--- config.mk ---
export PLATFORM = sky130hd
export DESIGN_NAME = nic_cmd_front
export DESIGN_NICKNAME = d
export VERILOG_FILES = /design/src/rtl/nic_cmd_pkg.sv /design/src/rtl/nic_cmd_ctrl.sv /design/src/rtl/nic_evt_path.sv /design/src/rtl/nic_cmd_front.sv
export SDC_FILE = /design/constraint.sdc
export NUM_CORES = 1
export LEC_CHECK = 0
export BUFFER_PORTS_ARGS = -buffer_cell sky130_fd_sc_hd__buf_2
export CAP_MARGIN = 20
export CORE_ASPECT_RATIO = 0.9
export CORE_MARGIN = 4
export CORE_UTILIZATION = 52
export DETAILED_ROUTE_END_ITERATION = 7
export GPL_TIMING_DRIVEN = 0
export HOLD_SLACK_MARGIN = 0.05
export PLACE_DENSITY_LB_ADDON = 0.25
export SLEW_MARGIN = 15
export SYNTH_ARGS = -nofsm -noshare
export SYNTH_HDL_FRONTEND = slang
export SYNTH_HIERARCHICAL = 1
export SYNTH_SLANG_ARGS = --single-unit
--- constraint.sdc ---
create_clock -name clk -period 3.7 [get_ports clk]
set_input_delay 0.74 -clock clk [delete_from_list [all_inputs] [get_ports clk]]
set_output_delay 0.74 -clock clk [all_outputs]
set_load 0.03 [all_outputs]
--- src/rtl/nic_cmd_pkg.sv ---
package nic_cmd_pkg;
  localparam int CMD_W = 16;
  localparam int OPC_W = 5;
  localparam int PAR_W = 11;
  localparam int WIN_W = 3;
  localparam int EVT_W = 11;
  // event positions that exist; bit 3 is a hole
  localparam logic [EVT_W-1:0] EVT_VALID = 11'h7F7;

  localparam logic [OPC_W-1:0] OPC_GLOBAL_RST = 5'h00;
  localparam logic [OPC_W-1:0] OPC_SEL_WIN    = 5'h01;
  localparam logic [OPC_W-1:0] OPC_RX_DIS     = 5'h03;
  localparam logic [OPC_W-1:0] OPC_RX_EN      = 5'h04;
  localparam logic [OPC_W-1:0] OPC_RX_RST     = 5'h05;
  localparam logic [OPC_W-1:0] OPC_TX_EN      = 5'h09;
  localparam logic [OPC_W-1:0] OPC_TX_DIS     = 5'h0A;
  localparam logic [OPC_W-1:0] OPC_TX_RST     = 5'h0B;
  localparam logic [OPC_W-1:0] OPC_ACK        = 5'h0D;
  localparam logic [OPC_W-1:0] OPC_IND_EN     = 5'h0F;

  // control -> state datapath, valid in the accepting cycle
  typedef struct packed {
    logic             wipe;
    logic             loadWin;
    logic             loadMask;
    logic             ack;
    logic [PAR_W-1:0] param;
  } regStrobe_t;

  // control -> line strobes, registered
  typedef struct packed {
    logic globalRst;
    logic txEn;
    logic txDis;
    logic txRst;
    logic rxEn;
    logic rxDis;
    logic rxRst;
  } lineStrobe_t;
endpackage

--- src/rtl/nic_cmd_ctrl.sv ---
module nic_cmd_ctrl
  import nic_cmd_pkg::*;
#(
  parameter int CMD_BUSY = 3,
  parameter int RST_BUSY = 8
) (
  input  logic               clk,
  input  logic               rstN,
  input  logic               cmdValid,
  input  logic [CMD_W-1:0]   cmdWord,
  output logic               busy,
  output regStrobe_t         regStb,
  output lineStrobe_t        lineStb
);
  localparam int MAX_BUSY = (RST_BUSY > CMD_BUSY) ? RST_BUSY : CMD_BUSY;
  localparam int CNT_W    = $clog2(MAX_BUSY + 1);

  logic [CNT_W-1:0] busyCnt;
  logic [OPC_W-1:0] opc;
  logic [PAR_W-1:0] par;
  logic             accept;
  logic             isLong;
  lineStrobe_t      lineNext;

  assign opc    = cmdWord[CMD_W-1:PAR_W];
  assign par    = cmdWord[PAR_W-1:0];
  assign accept = cmdValid && !busy;
  assign busy   = (busyCnt != '0);
  assign isLong = (opc == OPC_GLOBAL_RST) || (opc == OPC_RX_RST) || (opc == OPC_TX_RST);

  always_ff @(posedge clk) begin
    if (!rstN)
      busyCnt <= '0;
    else if (accept)
      busyCnt <= isLong ? CNT_W'(RST_BUSY) : CNT_W'(CMD_BUSY);
    else if (busy)
      busyCnt <= busyCnt - 1'b1;
  end

  always_comb begin
    regStb          = '0;
    regStb.param    = par;
    regStb.wipe     = accept && (opc == OPC_GLOBAL_RST);
    regStb.loadWin  = accept && (opc == OPC_SEL_WIN);
    regStb.loadMask = accept && (opc == OPC_IND_EN);
    regStb.ack      = accept && (opc == OPC_ACK);
  end

  always_comb begin
    lineNext           = '0;
    lineNext.globalRst = accept && (opc == OPC_GLOBAL_RST);
    lineNext.txEn      = accept && (opc == OPC_TX_EN);
    lineNext.txDis     = accept && (opc == OPC_TX_DIS);
    lineNext.txRst     = accept && (opc == OPC_TX_RST);
    lineNext.rxEn      = accept && (opc == OPC_RX_EN);
    lineNext.rxDis     = accept && (opc == OPC_RX_DIS);
    lineNext.rxRst     = accept && (opc == OPC_RX_RST);
  end

  always_ff @(posedge clk) begin
    if (!rstN) lineStb <= '0;
    else       lineStb <= lineNext;
  end

  // a taken command shows busy in the following cycle
  assert_busy_after_accept_R3: assert property (@(posedge clk) disable iff (!rstN)
    (cmdValid && !busy) |=> busy);

  // nothing taken while busy, so no strobe in the next cycle
  assert_ignore_while_busy_R4: assert property (@(posedge clk) disable iff (!rstN)
    busy |=> (lineStb == '0));

  // transmit enable strobe only follows a taken 0x09 word
  assert_txen_source_R6: assert property (@(posedge clk) disable iff (!rstN)
    lineStb.txEn |-> ($past(cmdValid) && !$past(busy) && ($past(cmdWord[CMD_W-1:PAR_W]) == OPC_TX_EN)));
endmodule

--- src/rtl/nic_evt_path.sv ---
module nic_evt_path
  import nic_cmd_pkg::*;
(
  input  logic             clk,
  input  logic             rstN,
  input  regStrobe_t       regStb,
  input  logic [EVT_W-1:0] evtPulse,
  output logic [WIN_W-1:0] winQ,
  output logic [EVT_W-1:0] latchQ
);
  logic [EVT_W-1:0] maskQ;

  always_ff @(posedge clk) begin
    if (!rstN || regStb.wipe)
      winQ <= '0;
    else if (regStb.loadWin)
      winQ <= regStb.param[WIN_W-1:0];
  end

  always_ff @(posedge clk) begin
    if (!rstN || regStb.wipe)
      maskQ <= '0;
    else if (regStb.loadMask)
      maskQ <= regStb.param[EVT_W-1:0] & EVT_VALID;
  end

  for (genvar i = 0; i < EVT_W; i++) begin : gEvt
    if (EVT_VALID[i]) begin : gLive
      logic clrBit;
      assign clrBit = regStb.ack && regStb.param[i];
      always_ff @(posedge clk) begin
        if (!rstN || regStb.wipe)
          latchQ[i] <= 1'b0;
        else
          latchQ[i] <= (latchQ[i] && !clrBit) || (evtPulse[i] && maskQ[i]);
      end
    end else begin : gHole
      assign latchQ[i] = 1'b0;
    end
  end

  // a bit can only newly set if its mask bit was set
  assert_masked_blocked_R8: assert property (@(posedge clk) disable iff (!rstN)
    1'b1 |=> ((latchQ & ~$past(latchQ) & ~$past(maskQ)) == '0));

  // window only moves on select or global reset
  assert_window_hold_R5: assert property (@(posedge clk) disable iff (!rstN)
    !(regStb.loadWin || regStb.wipe) |=> $stable(winQ));

  // acknowledged bits without a fresh event are clear afterwards
  assert_ack_clears_R9: assert property (@(posedge clk) disable iff (!rstN)
    regStb.ack |=> ((latchQ & $past(regStb.param & ~evtPulse)) == '0));

  // an enabled event always ends up latched, ack or not
  assert_event_wins_R10: assert property (@(posedge clk) disable iff (!rstN)
    !regStb.wipe |=> ((latchQ & $past(evtPulse & maskQ)) == $past(evtPulse & maskQ)));
endmodule

--- src/rtl/nic_cmd_front.sv ---
module nic_cmd_front
  import nic_cmd_pkg::*;
#(
  parameter int CMD_BUSY = 3,
  parameter int RST_BUSY = 8
) (
  input  logic        clk,
  input  logic        rstN,
  input  logic        cmdValid,
  input  logic [15:0] cmdWord,
  input  logic [10:0] evtPulse,
  output logic [15:0] statusWord,
  output logic [2:0]  winSel,
  output logic        globalRstStb,
  output logic        txEnStb,
  output logic        txDisStb,
  output logic        txRstStb,
  output logic        rxEnStb,
  output logic        rxDisStb,
  output logic        rxRstStb
);
  logic             busy;
  regStrobe_t       regStb;
  lineStrobe_t      lineStb;
  logic [WIN_W-1:0] winQ;
  logic [EVT_W-1:0] latchQ;

  nic_cmd_ctrl #(.CMD_BUSY(CMD_BUSY), .RST_BUSY(RST_BUSY)) uCtrl (
    .clk(clk), .rstN(rstN), .cmdValid(cmdValid), .cmdWord(cmdWord),
    .busy(busy), .regStb(regStb), .lineStb(lineStb)
  );

  nic_evt_path uPath (
    .clk(clk), .rstN(rstN), .regStb(regStb), .evtPulse(evtPulse),
    .winQ(winQ), .latchQ(latchQ)
  );

  assign statusWord   = {winQ, busy, 1'b0, latchQ};
  assign winSel       = winQ;
  assign globalRstStb = lineStb.globalRst;
  assign txEnStb      = lineStb.txEn;
  assign txDisStb     = lineStb.txDis;
  assign txRstStb     = lineStb.txRst;
  assign rxEnStb      = lineStb.rxEn;
  assign rxDisStb     = lineStb.rxDis;
  assign rxRstStb     = lineStb.rxRst;
endmodule

==> results.cfg <==
[setup_path]
start_kind = flip-flop
crit_fanout = 7
path_cells = inv_1 > ha_1 > nor3b_4 > inv_1 > buf_4 > buf_2
crit_family = buffers and inverters
worstSetupPathType = flip-flop to output port
cpPeakStageDelay_ns = 0.38
end_kind = output port
critPathBufInv = 4
cp.required_ns = 2.96
cpMaxStageDelayCell = dfxtp_1
crit_top_cell = inv_1
arrival_ns = 1.80

[cts]
cts_max_level = 2
clock_latency_ns = 0.33
cts_buffers = 5
post_cts_buffers = 0
clockBufferDepth = 2
clkTransAtPathRegs_ns = 0.09
clk_root_buffer_cell = clkbuf_4
cts_tree = yes
hold_buffers = 0
clock-sinks = 34
cts_resized = 0

[power]
pwr_density_cell_nw_per_um2 = 436
p_leak_nw = 0.837
peakVddDrop_mv = 0.309

[floorplan]
num_rows = 18
die-area_sq_um = 3960
core_area_sq_um = 2820
die_w_um = 65.9
boundaryPins = 56
initial_core_util = 0.556
die_y_um = 60.1

[placement]
io_buffers = 41
dp_hpwl_mm = 2.64
gp_congestion = 0.781

[synthesis]
synth.net_count = 195
synth_cells = 164
synth.avg_cell_area_sq_um = 9.55
syn-cell-area_sq_um = 1570
ys.warnings.count = 6

[route]
vias = 1292
routedWlPerCell_um = 13.7
drt-vias-per-instance = 5.15
dr.pass1.iters = 4
drtAntennaViolNets = 0
first_iter_violations = 56
drc = 0
routed_wl_mm = 3.43

[grt]
gr-total-overflow = 0
grt_pass1_vias = 1274
grt_start_max_net_pins = 11
grt_pass1_wl_mm = 5.66
antenna_found_initial = 0
grt_usage = 0.191

[sta]
tns_ns = 0
max_slew.worst_pin.slew_ns = 0.861
setup_viol_count_final = 0
fin_skew_ns = 0.00606
min_period_ns = 2.54
finalMaxSlewViolations = 0
hold_viol = 0
max_freq_mhz = 394
max_slew_margin = 0.421
rsz0062_at_grt = false
period_share = 0.686

[outcome]
outcome = complete, no violations

[run]
cap_violations = 0

[cells_and_area]
layout-drive-gt1-share = 0.351
final_nets = 243
area_growth_pct = 19.6
antennaDiodeCount = 0
utilization = 0.665

[hold_path]
hold_path_class = flip-flop to flip-flop
## final timing paths
check | from | endpoint | slack, ns | cells after the start
worst max-delay path | uCtrl/busyCnt[0]$_SDFFE_PN0P_ | statusWord[12] | 1.16 | 6
worst min-delay path | uPath/maskQ[7]$_SDFFE_PP0P_ | uPath/latchQ[7]$_SDFF_PP0_ | 0.46 | 2
worst max register to register | uCtrl/busyCnt[0]$_SDFFE_PN0P_ | uPath/winQ[2]$_SDFFE_PP0P_ | 1.30 | 7
worst min register to register | uPath/maskQ[7]$_SDFFE_PP0P_ | uPath/latchQ[7]$_SDFF_PP0_ | 0.46 | 2
## power by group
group / internal (mW) / leakage, nW / switching (mW) / total [mW]
registers: 0.386 / 0.275 / 0.0266 / 0.413
logic: 0.0948 / 0.532 / 0.112 / 0.207
clock network: 0.0855 / 0.0302 / 0.111 / 0.197
## sequential cells by signal, indices dropped and copies added (netlist names)
signal,count
uPath/winQ,3
uCtrl/lineStb,7
uPath/maskQ,10
uCtrl/busyCnt,4
uPath/latchQ,10
## per-stage QoR
stage / hold slack [ns] / instance area [sq um] / std cells / total power [mW] / setup WS [ns]
detailed placement: 0.444 / 1820 / 245 / 0.627 / 1.25
CTS: 0.459 / 1870 / 251 / 0.820 / 1.15
global route: 0.480 / 1870 / 251 / 0.860 / 1.07
finish: 0.457 / 1870 / 251 / 0.816 / 1.16
floorplan: 0.428 / 1570 / 164 / 0.574 / 1.68
global placement: 0.437 / 1820 / 245 / 0.612 / 1.33
## tightest hold or removal path, stage by stage, from the launching register on
cell	delay, ns
dfxtp_1	0.32
nand2_1	0.05
a21oi_1	0.05
## area by class of cell
cell class | instances | area, sq um
Fill cell | 239 | 942
Multi-Input combinational cell | 103 | 707
Sequential cell | 34 | 681
Timing Repair Buffer | 41 | 205
Buffer | 21 | 156
Clock buffer | 6 | 51.3
Tap cell | 40 | 50.0
Inverter | 6 | 22.5
## per-layer routing
layer	up-vias	global-route usage	routed length, um
met4	0	0.0444	42
met5	-	0	0
met2	36	0.339	1740
met1	604	0.218	1410
met3	9	0.0714	240
li1	643	-	-
## placed cells by master (no fill, tap or decap), types with 2 or more instances in the layout
master	instances
buf_2	43
dfxtp_1	34
nor2_1	20
buf_4	18
mux2i_1	14
nand2_1	13
a21bo_1	10
a21oi_1	9
inv_1	6
clkbuf_4	5
nor4_1	3
nor3_1	3
conb_1	2
and2b_1	2
or2b_1	2
nand3_1	2
o31ai_1	2
a21oi_2	2
(Power assumes the default switching activity.)
